`src/rtl/ses_pkg.sv`:
```
package ses_pkg;
   typedef enum logic [2:0] {
      ST_IDLE,
      ST_WIN,
      ST_ERASE,
      ST_SUSP,
      ST_NOPROT
   } ses_state_e;
endpackage

```
`src/rtl/ses_tick_timer.sv`:
```
// Counts enabled ticks up to a terminal count; clear has priority.
module ses_tick_timer #(
   parameter int TC = 80
) (
   input  logic clk,
   input  logic rst_n,
   input  logic clr,
   input  logic run,
   input  logic tick,
   output logic expired
);
   localparam int CW = (TC < 2) ? 1 : $clog2(TC);

   generate
      if (TC < 1) begin : g_bad_tc
         $error("ses_tick_timer: TC must be at least 1");
      end
   endgenerate

   logic [CW-1:0] cnt_q;
   logic          at_end;

   assign at_end  = (cnt_q == CW'(TC - 1));
   assign expired = run & tick & ~clr & at_end;

   always_ff @(posedge clk or negedge rst_n) begin
      if (!rst_n) begin
         cnt_q <= '0;
      end else if (clr) begin
         cnt_q <= '0;
      end else if (run && tick) begin
         cnt_q <= at_end ? '0 : cnt_q + CW'(1);
      end
   end

   // the count never passes the terminal value
   a_r1_cnt_range: assert property (@(posedge clk) disable iff (!rst_n)
      (int'(cnt_q) <= TC - 1));
endmodule

```
`src/rtl/ses_pick.sv`:
```
// Selects one pending sector; SCAN_UP picks the lowest index, else the highest.
module ses_pick #(
   parameter int N       = 7,
   parameter int IW      = 3,
   parameter bit SCAN_UP = 1'b1
) (
   input  logic [N-1:0]  req,
   output logic [IW-1:0] idx,
   output logic          any
);
   assign any = |req;

   generate
      if (SCAN_UP) begin : g_low_first
         always_comb begin
            idx = '0;
            for (int i = N - 1; i >= 0; i--) begin
               if (req[i]) idx = IW'(i);
            end
         end
      end else begin : g_high_first
         always_comb begin
            idx = '0;
            for (int i = 0; i < N; i++) begin
               if (req[i]) idx = IW'(i);
            end
         end
      end
   endgenerate
endmodule

```
`src/rtl/sector_erase_sched.sv`:
```
module sector_erase_sched
   import ses_pkg::*;
#(
   parameter int NUM_SECT     = 7,
   parameter int IDX_W        = 3,
   parameter int WIN_TICKS    = 80,
   parameter int NOPROT_TICKS = 100,
   parameter int LIMIT_TICKS  = 1000000,
   parameter bit SCAN_UP      = 1'b1
) (
   input  logic                clk,
   input  logic                rst_n,
   input  logic                cmd_erase,
   input  logic                cmd_suspend,
   input  logic                cmd_resume,
   input  logic                cmd_other,
   input  logic [IDX_W-1:0]    sect_idx,
   input  logic [NUM_SECT-1:0] prot_mask,
   input  logic                us_tick,
   input  logic                erase_done,
   output logic [IDX_W-1:0]    cur_sect,
   output logic                win_open,
   output logic                erasing,
   output logic                suspended,
   output logic                all_prot,
   output logic                fail,
   output logic [IDX_W-1:0]    fail_sect
);
   localparam logic [NUM_SECT-1:0] ONE = NUM_SECT'(1);

   generate
      if (NUM_SECT < 1 || NUM_SECT > (1 << IDX_W)) begin : g_bad_sect
         $error("sector_erase_sched: NUM_SECT does not fit IDX_W");
      end
   endgenerate

   ses_state_e          state_q, state_d;
   logic [NUM_SECT-1:0] sel_q, sel_d;
   logic                fail_q, fail_d;
   logic [IDX_W-1:0]    fsect_q, fsect_d;

   logic                idx_ok, accept;
   logic [NUM_SECT-1:0] add_bit, cur_bit, live;
   logic [IDX_W-1:0]    pick_idx;
   logic                pick_any;
   logic                win_exp, np_exp, lim_exp;

   assign idx_ok  = (int'(sect_idx) < NUM_SECT);
   assign add_bit = idx_ok ? (ONE << sect_idx) : '0;
   assign accept  = cmd_erase && idx_ok &&
                    (state_q == ST_IDLE || state_q == ST_WIN);
   assign cur_bit = ONE << pick_idx;
   assign live    = sel_q & ~prot_mask;

   ses_pick #(.N(NUM_SECT), .IW(IDX_W), .SCAN_UP(SCAN_UP)) u_pick (
      .req (sel_q),
      .idx (pick_idx),
      .any (pick_any)
   );

   ses_tick_timer #(.TC(WIN_TICKS)) u_win_tmr (
      .clk, .rst_n,
      .clr     (accept),
      .run     (state_q == ST_WIN),
      .tick    (us_tick),
      .expired (win_exp)
   );

   ses_tick_timer #(.TC(NOPROT_TICKS)) u_np_tmr (
      .clk, .rst_n,
      .clr     (state_q != ST_NOPROT),
      .run     (state_q == ST_NOPROT),
      .tick    (us_tick),
      .expired (np_exp)
   );

   ses_tick_timer #(.TC(LIMIT_TICKS)) u_lim_tmr (
      .clk, .rst_n,
      .clr     (erase_done || !(state_q == ST_ERASE || state_q == ST_SUSP)),
      .run     (state_q == ST_ERASE),
      .tick    (us_tick),
      .expired (lim_exp)
   );

   always_comb begin
      state_d = state_q;
      sel_d   = sel_q;
      fail_d  = fail_q;
      fsect_d = fsect_q;
      unique case (state_q)
         ST_IDLE: begin
            if (accept) begin
               sel_d   = add_bit;
               fail_d  = 1'b0;
               state_d = ST_WIN;
            end
         end
         ST_WIN: begin
            if (cmd_erase) begin
               sel_d = sel_q | add_bit;
            end else if (cmd_suspend) begin
               sel_d   = live;
               state_d = ST_SUSP;
            end else if (cmd_resume || cmd_other) begin
               sel_d   = '0;
               state_d = ST_IDLE;
            end else if (win_exp) begin
               sel_d   = live;
               state_d = (|live) ? ST_ERASE : ST_NOPROT;
            end
         end
         ST_ERASE: begin
            if (erase_done) begin
               sel_d = sel_q & ~cur_bit;
               if ((sel_q & ~cur_bit) == '0) state_d = ST_IDLE;
               else if (cmd_suspend)         state_d = ST_SUSP;
            end else if (lim_exp) begin
               fail_d  = 1'b1;
               fsect_d = pick_idx;
               sel_d   = '0;
               state_d = ST_IDLE;
            end else if (cmd_suspend) begin
               state_d = ST_SUSP;
            end
         end
         ST_SUSP: begin
            if (cmd_resume) state_d = pick_any ? ST_ERASE : ST_NOPROT;
         end
         ST_NOPROT: begin
            if (np_exp) state_d = ST_IDLE;
         end
         default: state_d = ST_IDLE;
      endcase
   end

   always_ff @(posedge clk or negedge rst_n) begin
      if (!rst_n) begin
         state_q <= ST_IDLE;
         sel_q   <= '0;
         fail_q  <= 1'b0;
         fsect_q <= '0;
      end else begin
         state_q <= state_d;
         sel_q   <= sel_d;
         fail_q  <= fail_d;
         fsect_q <= fsect_d;
      end
   end

   assign cur_sect  = pick_idx;
   assign win_open  = (state_q == ST_WIN);
   assign erasing   = (state_q == ST_ERASE);
   assign suspended = (state_q == ST_SUSP);
   assign all_prot  = (state_q == ST_NOPROT);
   assign fail      = fail_q;
   assign fail_sect = fsect_q;

   // another command inside the window drops the batch
   a_r2_cancel: assert property (@(posedge clk) disable iff (!rst_n)
      (win_open && !cmd_erase && !cmd_suspend && (cmd_other || cmd_resume))
      |=> (!win_open && !erasing && !suspended && !all_prot));

   // the sector under erase holds until its done handshake
   a_r4_hold: assert property (@(posedge clk) disable iff (!rst_n)
      (erasing && !erase_done && !cmd_suspend && !lim_exp)
      |=> (erasing && $stable(cur_sect)));

   // suspend during erase lands on the next cycle
   a_r6_suspend: assert property (@(posedge clk) disable iff (!rst_n)
      (erasing && cmd_suspend && !erase_done && !lim_exp) |=> suspended);

   // only resume leaves the suspended state
   a_r7_stay: assert property (@(posedge clk) disable iff (!rst_n)
      (suspended && !cmd_resume) |=> suspended);

   // idle stays idle without a sector-erase request
   a_r9_idle: assert property (@(posedge clk) disable iff (!rst_n)
      (!win_open && !erasing && !suspended && !all_prot && !cmd_erase)
      |=> (!win_open && !erasing && !suspended && !all_prot));

   // a time-limit failure ends the erase
   a_r10_fail_stop: assert property (@(posedge clk) disable iff (!rst_n)
      $rose(fail) |-> (!erasing && !win_open));
endmodule

```
`config.mk`:
```
export PLATFORM = sky130hd
export DESIGN_NAME = sector_erase_sched
export DESIGN_NICKNAME = d
export VERILOG_FILES = /design/src/rtl/ses_pkg.sv /design/src/rtl/ses_tick_timer.sv /design/src/rtl/ses_pick.sv /design/src/rtl/sector_erase_sched.sv
export SDC_FILE = /design/constraint.sdc
export NUM_CORES = 1
export LEC_CHECK = 0
export BUFFER_PORTS_ARGS = -buffer_cell sky130_fd_sc_hd__buf_2
export CAP_MARGIN = 20
export CORE_UTILIZATION = 54
export CTS_CLUSTER_DIAMETER = 80
export DETAILED_ROUTE_END_ITERATION = 8
export GPL_TIMING_DRIVEN = 0
export PLACE_DENSITY = 0.74
export SYNTH_ARGS = -nofsm -noshare
export SYNTH_HDL_FRONTEND = slang
export SYNTH_SLANG_ARGS = --single-unit
```
`constraint.sdc`:
```
create_clock -name clk -period 2.1 [get_ports clk]
set_input_delay 0.105 -clock clk [delete_from_list [all_inputs] [get_ports clk]]
set_output_delay 0.105 -clock clk [all_outputs]
set_load 0.05 [all_outputs]
```
* After elaboration in Yosys (flattened, before gate mapping)
Cells that the tools add are included.
Word-level totals: bits in registers 48, input bits 18, output and inout bits 11
Operators by class: add/sub/neg operators 3, order comparisons 1, eq/ne operators 17, shift operators 2, mux-type cells 43, bitwise operators 18, reduce and logical (&&, ||, !) cells 23
Operator list (count):
- $mux W7 | 14
- $mux W20 | 3
- $mux W3 | 20
- $pmux W7 S3 | 1
- $add A20 B1 Y20 const B | 1
- $eq A20 B20 Y1 const B | 1
- $pmux W3 S5 | 1
- $add A7 B1 Y7 const B | 2
- $and A7 B7 Y7 | 2
- $eq A7 B7 Y1 const B | 2
- $not A7 Y7 | 2
- $reduce_or A7 Y1 | 2
- $shl A1 B3 Y7 const A | 2
- $ne A2 B2 Y1 const B | 5
- $and A1 B1 Y1 | 9
- $reduce_and A4 Y1 | 2
- $reduce_bool A2 Y1 | 4
- $logic_not A7 Y1 | 1
- $or A7 B7 Y7 | 1
- $eq A3 B2 Y1 const B | 2
- $ne A3 B3 Y1 const B | 2
- $logic_and A1 B1 Y1 | 5
- $ne A5 B5 Y1 const B | 1
- $reduce_and A5 Y1 | 1
- 13 further kinds | 21

* Depth between registers and ports, before layout
Gate-level depths: netlist of run 1.
word-level depth 14, depth in mapped cells 8, gate-level depth less buffers 6

* Cells and area by module
From an unflattened synthesis of run 1, not the netlist that was laid out.
Unflattened totals: cells, all modules 367, area, all modules 3134.3 sq um
Modules (own cells, without submodules):
- ses_tick_timer at u_lim_tmr | instances 1, cells each 139, area an instance 1158.6 sq um
- sector_erase_sched | instances 1, cells each 128, area an instance 1099.8 sq um
- ses_tick_timer at u_win_tmr | instances 1, cells each 44, area an instance 407.9 sq um
- ses_tick_timer at u_np_tmr | instances 1, cells each 45, area an instance 395.4 sq um
- ses_pick | instances 1, cells each 11, area an instance 72.6 sq um

* Worst setup path after synthesis of run 1
OpenSTA, ideal clock, no wires.
kind register -> register, start register state_q[2], end register sel_q[2], library setup time 138 ps, arrival time 2175 ps, required time 1962 ps, setup slack -213 ps, stages on the path, launching flop included 8, buffers on the path 1, period minus slack after synthesis 2313 ps, path through dfrtp_1 or3b_1 inv_1 nand3_1 o32ai_4 or2_0 buf_2 o21ai_0
RTL lines:
- from (decl) | line sector_erase_sched.sv:37 | ses_state_e state_q, state_d;
- from (signal assigned) | line sector_erase_sched.sv:143 | state_q <= state_d;
- $eq A3 B1 Y1 (*)
- net win_open | line sector_erase_sched.sv:22 | output logic win_open,
- $logic_or A1 B1 Y1 | line sector_erase_sched.sv:51 | (state_q == ST_IDLE || state_q == ST_WIN);
- $logic_and A1 B1 Y1 | line sector_erase_sched.sv:50 | assign accept = cmd_erase && idx_ok &&
- $not A1 Y1 | line ses_tick_timer.sv:24 | assign expired = run & tick & ~clr & at_end;
- $and A1 B1 Y1 (2 in a row) | line ses_tick_timer.sv:24
- $ne A5 B5 Y1 (no line)
- $reduce_and A4 Y1 (no line)
- to (signal assigned) | line sector_erase_sched.sv:144 | sel_q <= sel_d;
- to (decl) | line sector_erase_sched.sv:38 | logic [NUM_SECT-1:0] sel_q, sel_d;
Mark *: on every way through the listed nets, which the timed path passes. The rest lies on a longest branch. A chain may end at the register's enable or synchronous reset.

* Worst setup path after layout of run 1
start register u_win_tmr.cnt_q[0], end register sel_q[4]
On the way: cells in the longest elaborated chain, start to end 4
RTL lines:
- from (decl) | line ses_tick_timer.sv:20 | logic [CW-1:0] cnt_q;
- from (signal assigned) | line ses_tick_timer.sv:32 | cnt_q <= at_end ? '0 : cnt_q + CW'(1);
- $eq A7 B7 Y1 | line ses_tick_timer.sv:23 | assign at_end = (cnt_q == CW'(TC - 1));
- $and A1 B1 Y1 | line ses_tick_timer.sv:24
- $ne A5 B5 Y1 (no line)
- $reduce_and A4 Y1 (no line)
No other way between the ends.

==> summary.txt, run 1 <==
Synthesis
  – Avg Inst Size Synth: 8.61 um^2
  – Asr flop ratio synth: 1.00
  – Mapped Area: 3110 um^2
  – Most used DFF post-synth: dfrtp_1
  – Yosys cell types: 61
  – Synth Net Count: 382
  – Cell taking the most area after synthesis: dfrtp_1
  – Synth warnings: 0
  – Synth top area cells: dfrtp_1 39%, o21ai_0 4.5%, nand2_1 4.0%, nor2_1 3.1%, nand3_1 3.1%
  – Area share of the largest cell type after synthesis: 0.387
  – Sequential area share after synthesis: 0.387
  – Cells after Synth: 361
  – Post-synth EDFFs: 0
  – Post-synthesis register bit count: 48

Placed design
  – DP HPWL: around 5400 um
  – Placed cells: roughly 460
  – GP Congestion: 0.863
  – Number of port buffers: 28

Run status
  – Status: complete, but fails checks
  – Violated checks: negative setup slack

Floorplanning
  – Die Span Y: 77.9 um
  – Io pins: 29
  – Std cell rows: 27
  – Die footprint: 6060 um^2
  – Die Wd: 77.9 um
  – Initial Utilization: 0.561
  – Core area: 5540 um^2

Power
  – Total chip power: 4.12 mW
  – Clk pwr share: 0.141
  – Sw frac: 0.472
  – Leak Pwr: approximately 1.8 nW
  – Peak supply drop: 0.754 mV
  – Comb power frac: 0.576
  – P_sw: 1.94 mW
  – Sequential Power Share: 0.283
  – PD cells: 1050 nW/um^2
  – Internal: 2.17 mW

Finish
  – Most frequent cells in the layout: 42 x dfrtp_1, 33 x nand2_1, 32 x buf_4, 28 x buf_2, 25 x nor2_1
  – Finished Core Util: 0.710
  – Area growth, synth to finish: 26.5%
  – Nets: 447
  – Ratio of cells with drive above 1 in the final layout: 0.267
  – Antenna Cells: 0
  – Fillers: 440
  – Multi-input gate area: 1980 um^2
  – Commonest non-fill, non-tap cell in the layout: dfrtp_1
  – Non-Filler Instances: roughly 500
  – Reg area: 1210 um^2

Setup path
  – R2r setup slk: -0.02 ns
  – Req. time, crit path: 2.28 ns
  – Critical Path End Type: flip-flop
  – Crit-path max FO: 6
  – FF-to-FF path depth: 7
  – Critical path class: reg -> reg
  – Critical Path AT: 2.31 ns
  – Reg2reg end: sel_q[4]
  – Reg2reg start: u_win_tmr.cnt_q[0]
  – CP Launch Type: flip-flop

Timing
  – Hold WS: 0.0844 ns
  – RSZ-0062 raised after global routing: true
  – Final Hold Violating Endpoints: 0
  – Final TNS setup: -0.0425 ns
  – F_max: approximately 470 MHz
  – Post-layout min period: 2.12 ns
  – Final Setup Violations: 2
  – Final worst slack: -0.0226 ns
  – Slew Limit Fails: 0
  – Worst slew pin tran: approximately 0.84 ns
  – Worst clock skew: approximately 0.008 ns
  – Slew margin rel.: 0.432
  – Final period util: 1.01

Clock network
  – CTS tree: yes
  – H-tree depth: 2
  – CTS Root Cell: clkbuf_8
  – TritonCTS Sinks: 48
  – CTS buffer count: 5
  – Latest clock arrival within the worst-skew pair: 0.32 ns
  – Clock Pin Slew Worst Setup and Hold Paths: around 0.10 ns
  – Clock Tree Buf Depth: 2

Routing
  – Final ANT Viol Nets: 0
  – Routed len/inst: 16.8 um
  – Routed vias: 3026
  – Vias per inst: 6.06
  – DR pass1 iterations: 5
  – Initial drt markers: about 230
  – Drt total wl: 8400 um
  – DRC: 0

GRT
  – Gr usage total: 0.287
  – Vias in the first global route: 2926
  – Initial antenna violation count: 0
  – Pin count of the biggest net entering global routing: 49
  – Total grt overflow: 0
  – First-pass GRT wire length: about 14000 um

Hold path
  – Hold Path Class: in -> reg
  – WHS Endpoint: sel_q[4]
  – Hold Path Cell Cnt: 2
  – Worst Hold Launch: sect_idx[0]

Job
  – # Max-Cap Violations: 0
-- kinds of logic (layout without fill, tap and decap cells) --
logic type / after synthesis / after routing / share of synthesized area
adder cells (fa/ha/maj): 4 / 4 / 0.0153
XOR/XNOR: 8 / 8 / 0.0226
AO/OA/AOI/OAI: 104 / 104 / 0.234
AND/OR/NAND/NOR: 153 / 153 / 0.266
flip-flops: 48 / 48 / 0.387
multiplexers: 10 / 10 / 0.0334
buffers and inverters: 34 / 100 / 0.0419
-- metal layers --
metal  GRT usage  up-vias  part of all wire
met2       0.460       78              0.49
met4       0.121        0             0.017
met1       0.372     1470              0.45
met3      0.0624       13             0.043
met5           0        -                 0
li1            -     1465                 -
-- worst max-delay path, stage by stage (launching register included) --
cell,delay [ns]
dfrtp_1,0.41
ha_2,0.22
nand3_2,0.15
nor4_4,0.33
o32ai_4,0.15
buf_4,0.19
o41ai_4,0.40
o41ai_4,0.14
-- through the flow --
step | setup WS, ns | instance area (um^2)
finish | -0.0226 | 3930
global route | -0.116 | 3930
CTS | -0.0271 | 3640
detailed placement | -0.313 | 3430
global placement | -0.265 | 3430
floorplan | -0.147 | 3200
-- synth_stat cells (2+ instances only) --
cell type / number
a21oi_1: 16
nand2b_1: 7
nor3_1: 17
buf_2: 2
o31ai_1: 5
o21ai_0: 28
a211o_1: 2
and2_1: 6
nand3_1: 19
nor3b_1: 2
a22o_1: 2
nand3b_1: 3
clkbuf_1: 16
inv_1: 15
xnor2_1: 2
mux2i_1: 7
a31oi_1: 4
o21a_1: 2
dfrtp_1: 48
nor2b_1: 6
a211oi_1: 6
nor2_1: 26
and3_1: 8
or3_1: 4
xor2_1: 6
nor4_1: 3
o221ai_1: 2
a21o_1: 12
mux2_2: 3
o41ai_1: 8
or4_1: 3
o22ai_1: 3
nand2_1: 33
nand4_1: 6
ha_1: 3
-- power by group through the flow --
stage | clock network (mW) | logic (mW) | registers [mW]
finish | 0.581 | 2.37 | 1.17
floorplan | 0 | 1.55 | 1.10
global placement | 0 | 1.93 | 1.12
detailed placement | 0 | 1.97 | 1.13
CTS | 0.600 | 1.98 | 1.18
global route | 0.632 | 2.55 | 1.18
-- registers in the layout (all words and copies together) (netlist names) --
signal	count
fail	1
fail_sect	3
u_lim_tmr.cnt_q	20
u_win_tmr.cnt_q	7
u_np_tmr.cnt_q	7
sel_q	7
state_q	3
-- what timing repair did --
action,CTS,global route
hold buffers,0,1
hold endpoints to repair,0,18
resized for setup,13,21
pin swaps,5,12
buffers inserted,9,22
setup endpoints to repair,17,15
-- final cells by class --
cell class | count | share of cell area
Sequential cell | 48 | 0.307
Inverter | 15 | 0.0153
Multi-Input combinational cell | 279 | 0.505
Buffer | 16 | 0.0242
Clock buffer | 5 | 0.0175
Tap cell | 72 | 0.0229
Clock inverter | 3 | 0.00541
Timing Repair Buffer | 61 | 0.102
-- worst max path at each step --
stage | from | endpoint | depth (start not counted)
floorplan | state_q[2] | sel_q[4] | 6
global placement | u_win_tmr.cnt_q[0] | sel_q[5] | 7
detailed placement | u_win_tmr.cnt_q[0] | sel_q[5] | 7
CTS | u_lim_tmr.cnt_q[11] | sel_q[4] | 6
global route | u_win_tmr.cnt_q[0] | sel_q[4] | 7
finish | u_win_tmr.cnt_q[0] | sel_q[4] | 7
(Power assumes the default switching activity.)
==> run 2, diff against run 1 <==
- TNS_END_PERCENT: default -> 20
==> run 2 against run 1 <==
  * The flow now finishes without violations
  * Highest routed layer unchanged
  * Global-route usage shrank 1.1 points
  * Die area unchanged
  * Register-to-register slack better by 0.05 ns
  * Critical endpoint is now sel_q[6]
==> summary.txt, run 2 (synthesis gave the netlist of run 1 again) <==
Finish
  – Commonest non-fill, non-tap cell in the layout: dfrtp_1 (unchanged)
  – Antenna Cells: 0 (unchanged)
  – Nets: 443 (was 447)
  – Area growth, synth to finish: 27.4% (was 26.5%)
  – Max reg flops: 20 (unchanged)
  – Final instance area: 3960 um^2 (was 3930 um^2)
  – Biggest register: u_lim_tmr.cnt_q (unchanged)
  – Finished Core Util: 0.714 (was 0.710)
  – Non-Filler Instances: 495 (was 499)
  – Most frequent cells in the layout: 46 x dfrtp_1, 33 x nand2_1, 27 x buf_2, 26 x nor2_1, 26 x o21ai_0 (was 42 x dfrtp_1, 33 x nand2_1, 32 x buf_4, 28 x buf_2, 25 x nor2_1)
  – Ratio of cells with drive above 1 in the final layout: 0.239 (was 0.267)

Setup path
  – Req. time, crit path: 2.27 ns (was 2.28 ns)
  – Critical Path End Type: flip-flop (unchanged)
  – CP Launch Type: flip-flop (unchanged)
  – Reg2reg start: u_lim_tmr.cnt_q[10] (was u_win_tmr.cnt_q[0])
  – Critical Path AT: 2.25 ns (was 2.31 ns)
  – Reg2reg end: sel_q[6] (was sel_q[4])
  – Crit-path max FO: 5 (was 6)
  – FF-to-FF path depth: 7 (unchanged)
  – Critical path class: reg -> reg (unchanged)
  – R2r setup slk: 0.03 ns (was -0.02 ns)

Placed design
  – Post-DP Area: 3390 um^2 (was 3430 um^2)
  – Placed cells: 461 (unchanged)
  – DP HPWL: 5200 um (was 5390 um)
  – Dpl ws: -0.290 ns (was -0.313 ns)
  – Number of port buffers: 28 (unchanged)
  – GP Congestion: 0.867 (was 0.863)

Timing
  – Worst slew pin tran: 0.818 ns (was 0.844 ns)
  – Slew margin rel.: 0.450 (was 0.432)
  – Final Setup Violations: 0 (was 2)
  – Final Hold Violating Endpoints: 0 (unchanged)
  – F_max: 482 MHz (was 471 MHz)
  – Slew Limit Fails: 0 (unchanged)
  – Final TNS setup: 0 ns (was -0.0425 ns)
  – Worst clock skew: 0.00874 ns (was 0.00793 ns)
  – Hold WS: 0.0965 ns (was 0.0844 ns)
  – Final worst slack: 0.0260 ns (was -0.0226 ns)
  – Post-layout min period: 2.07 ns (was 2.12 ns)
  – RSZ-0062 raised after global routing: true (unchanged)
  – Final period util: 0.988 (was 1.01)

Hold path
  – Hold Path Class: in -> reg (unchanged)
  – WHS Endpoint: sel_q[5] (was sel_q[4])
  – Worst Hold Launch: sect_idx[1] (was sect_idx[0])
  – Hold Path Cell Cnt: 2 (unchanged)

GRT
  – Pin count of the biggest net entering global routing: 49 (unchanged)
  – Initial antenna violation count: 0 (unchanged)
  – Total grt overflow: 0 (unchanged)
  – Vias in the first global route: 2852 (was 2926)
  – Gr usage total: 0.276 (was 0.287)
  – First-pass GRT wire length: 13200 um (was 13800 um)

Floorplanning
  – Core area: 5540 um^2 (unchanged)
  – Std cell rows: 27 (unchanged)
  – Die Span Y: 77.9 um (unchanged)
  – Io pins: 29 (unchanged)
  – Die footprint: 6060 um^2 (unchanged)
  – Initial Utilization: 0.561 (unchanged)
  – Die Wd: 77.9 um (unchanged)

Job
  – # Max-Cap Violations: 0 (unchanged)

Power
  – Peak supply drop: 0.727 mV (was 0.754 mV)
  – Leak Pwr: 1.78 nW (was 1.77 nW)
  – Total chip power: 4.23 mW (was 4.12 mW)
  – PD cells: 1070 nW/um^2 (was 1050 nW/um^2)

Routing
  – Routed len/inst: 17.0 um (was 16.8 um)
  – Routed vias: 3084 (was 3026)
  – Vias per inst: 6.23 (was 6.06)
  – DR pass1 iterations: 6 (was 5)
  – Final ANT Viol Nets: 0 (unchanged)
  – DRC: 0 (unchanged)
  – Drt total wl: 8410 um (was 8400 um)
  – Initial drt markers: 221 (was 228)

Run status
  – Status: complete, no violations (was complete, but fails checks)

Clock network
  – Latest clock arrival within the worst-skew pair: 0.30 ns (was 0.32 ns)
  – Clock Tree Buf Depth: 2 (unchanged)
  – CTS tree: yes (unchanged)
  – CTS buffer count: 5 (unchanged)
  – TritonCTS Sinks: 48 (unchanged)
  – CTS Root Cell: clkbuf_8 (unchanged)
  – H-tree depth: 2 (unchanged)
  – Clock Pin Slew Worst Setup and Hold Paths: 0.10 ns (about the same)
[run 2: worst max-delay path, cell delays in order (launching register included)]
cell and delay [ns]:
dfrtp_2 0.46, nor4b_4 0.28, nor4bb_4 0.23, buf_4 0.17, a31oi_4 0.12, buf_4 0.17
o41ai_4 0.37, o41ai_4 0.14
[run 2: timing repair]
item / in CTS / in global routing
hold endpoints to repair: 0 / 23
setup endpoints to repair: 19 / 19
buffers inserted: 11 / 13
hold buffers: 0 / 1
gates resized for setup: 14 / 25
pin swaps: 7 / 7
cloned: 0 / 1
[run 2: cell type report]
class | count | area [um^2]
multi-input cells | 280 | 2030
fillers | 424 | 1580
flip-flops and latches | 48 | 1200
repair buffers | 54 | 360
plain buffers | 18 | 92.6
well taps | 72 | 90.1
clock buffers | 6 | 82.6
inverters | 15 | 60.1
clock inverters | 2 | 38.8
[run 2: where the power goes]
group          leakage (nW)  internal [mW]  switching [mW]
clock                0.0614          0.390           0.335
sequential            0.660           1.03          0.0881
combinational          1.06          0.881            1.51
[run 2: worst max-delay path by stage]
stage,from,cells after the start,slack (ns),end
floorplan,state_q[2],6,-0.15,sel_q[4]
global placement,u_win_tmr.cnt_q[0],7,-0.23,sel_q[4]
detailed placement,u_win_tmr.cnt_q[0],7,-0.29,sel_q[4]
CTS,u_lim_tmr.cnt_q[11],6,-0.02,sel_q[4]
global route,u_lim_tmr.cnt_q[10],7,-0.08,sel_q[0]
finish,u_lim_tmr.cnt_q[10],7,0.03,sel_q[6]
[run 2: per-layer routing]
metal  vias up  global-route usage  share of wire
met5         -                   0              0
met4         0               0.117          0.033
met3        28              0.0400          0.063
met2       134               0.447           0.48
met1      1462               0.368           0.43
li1       1460                   -              -
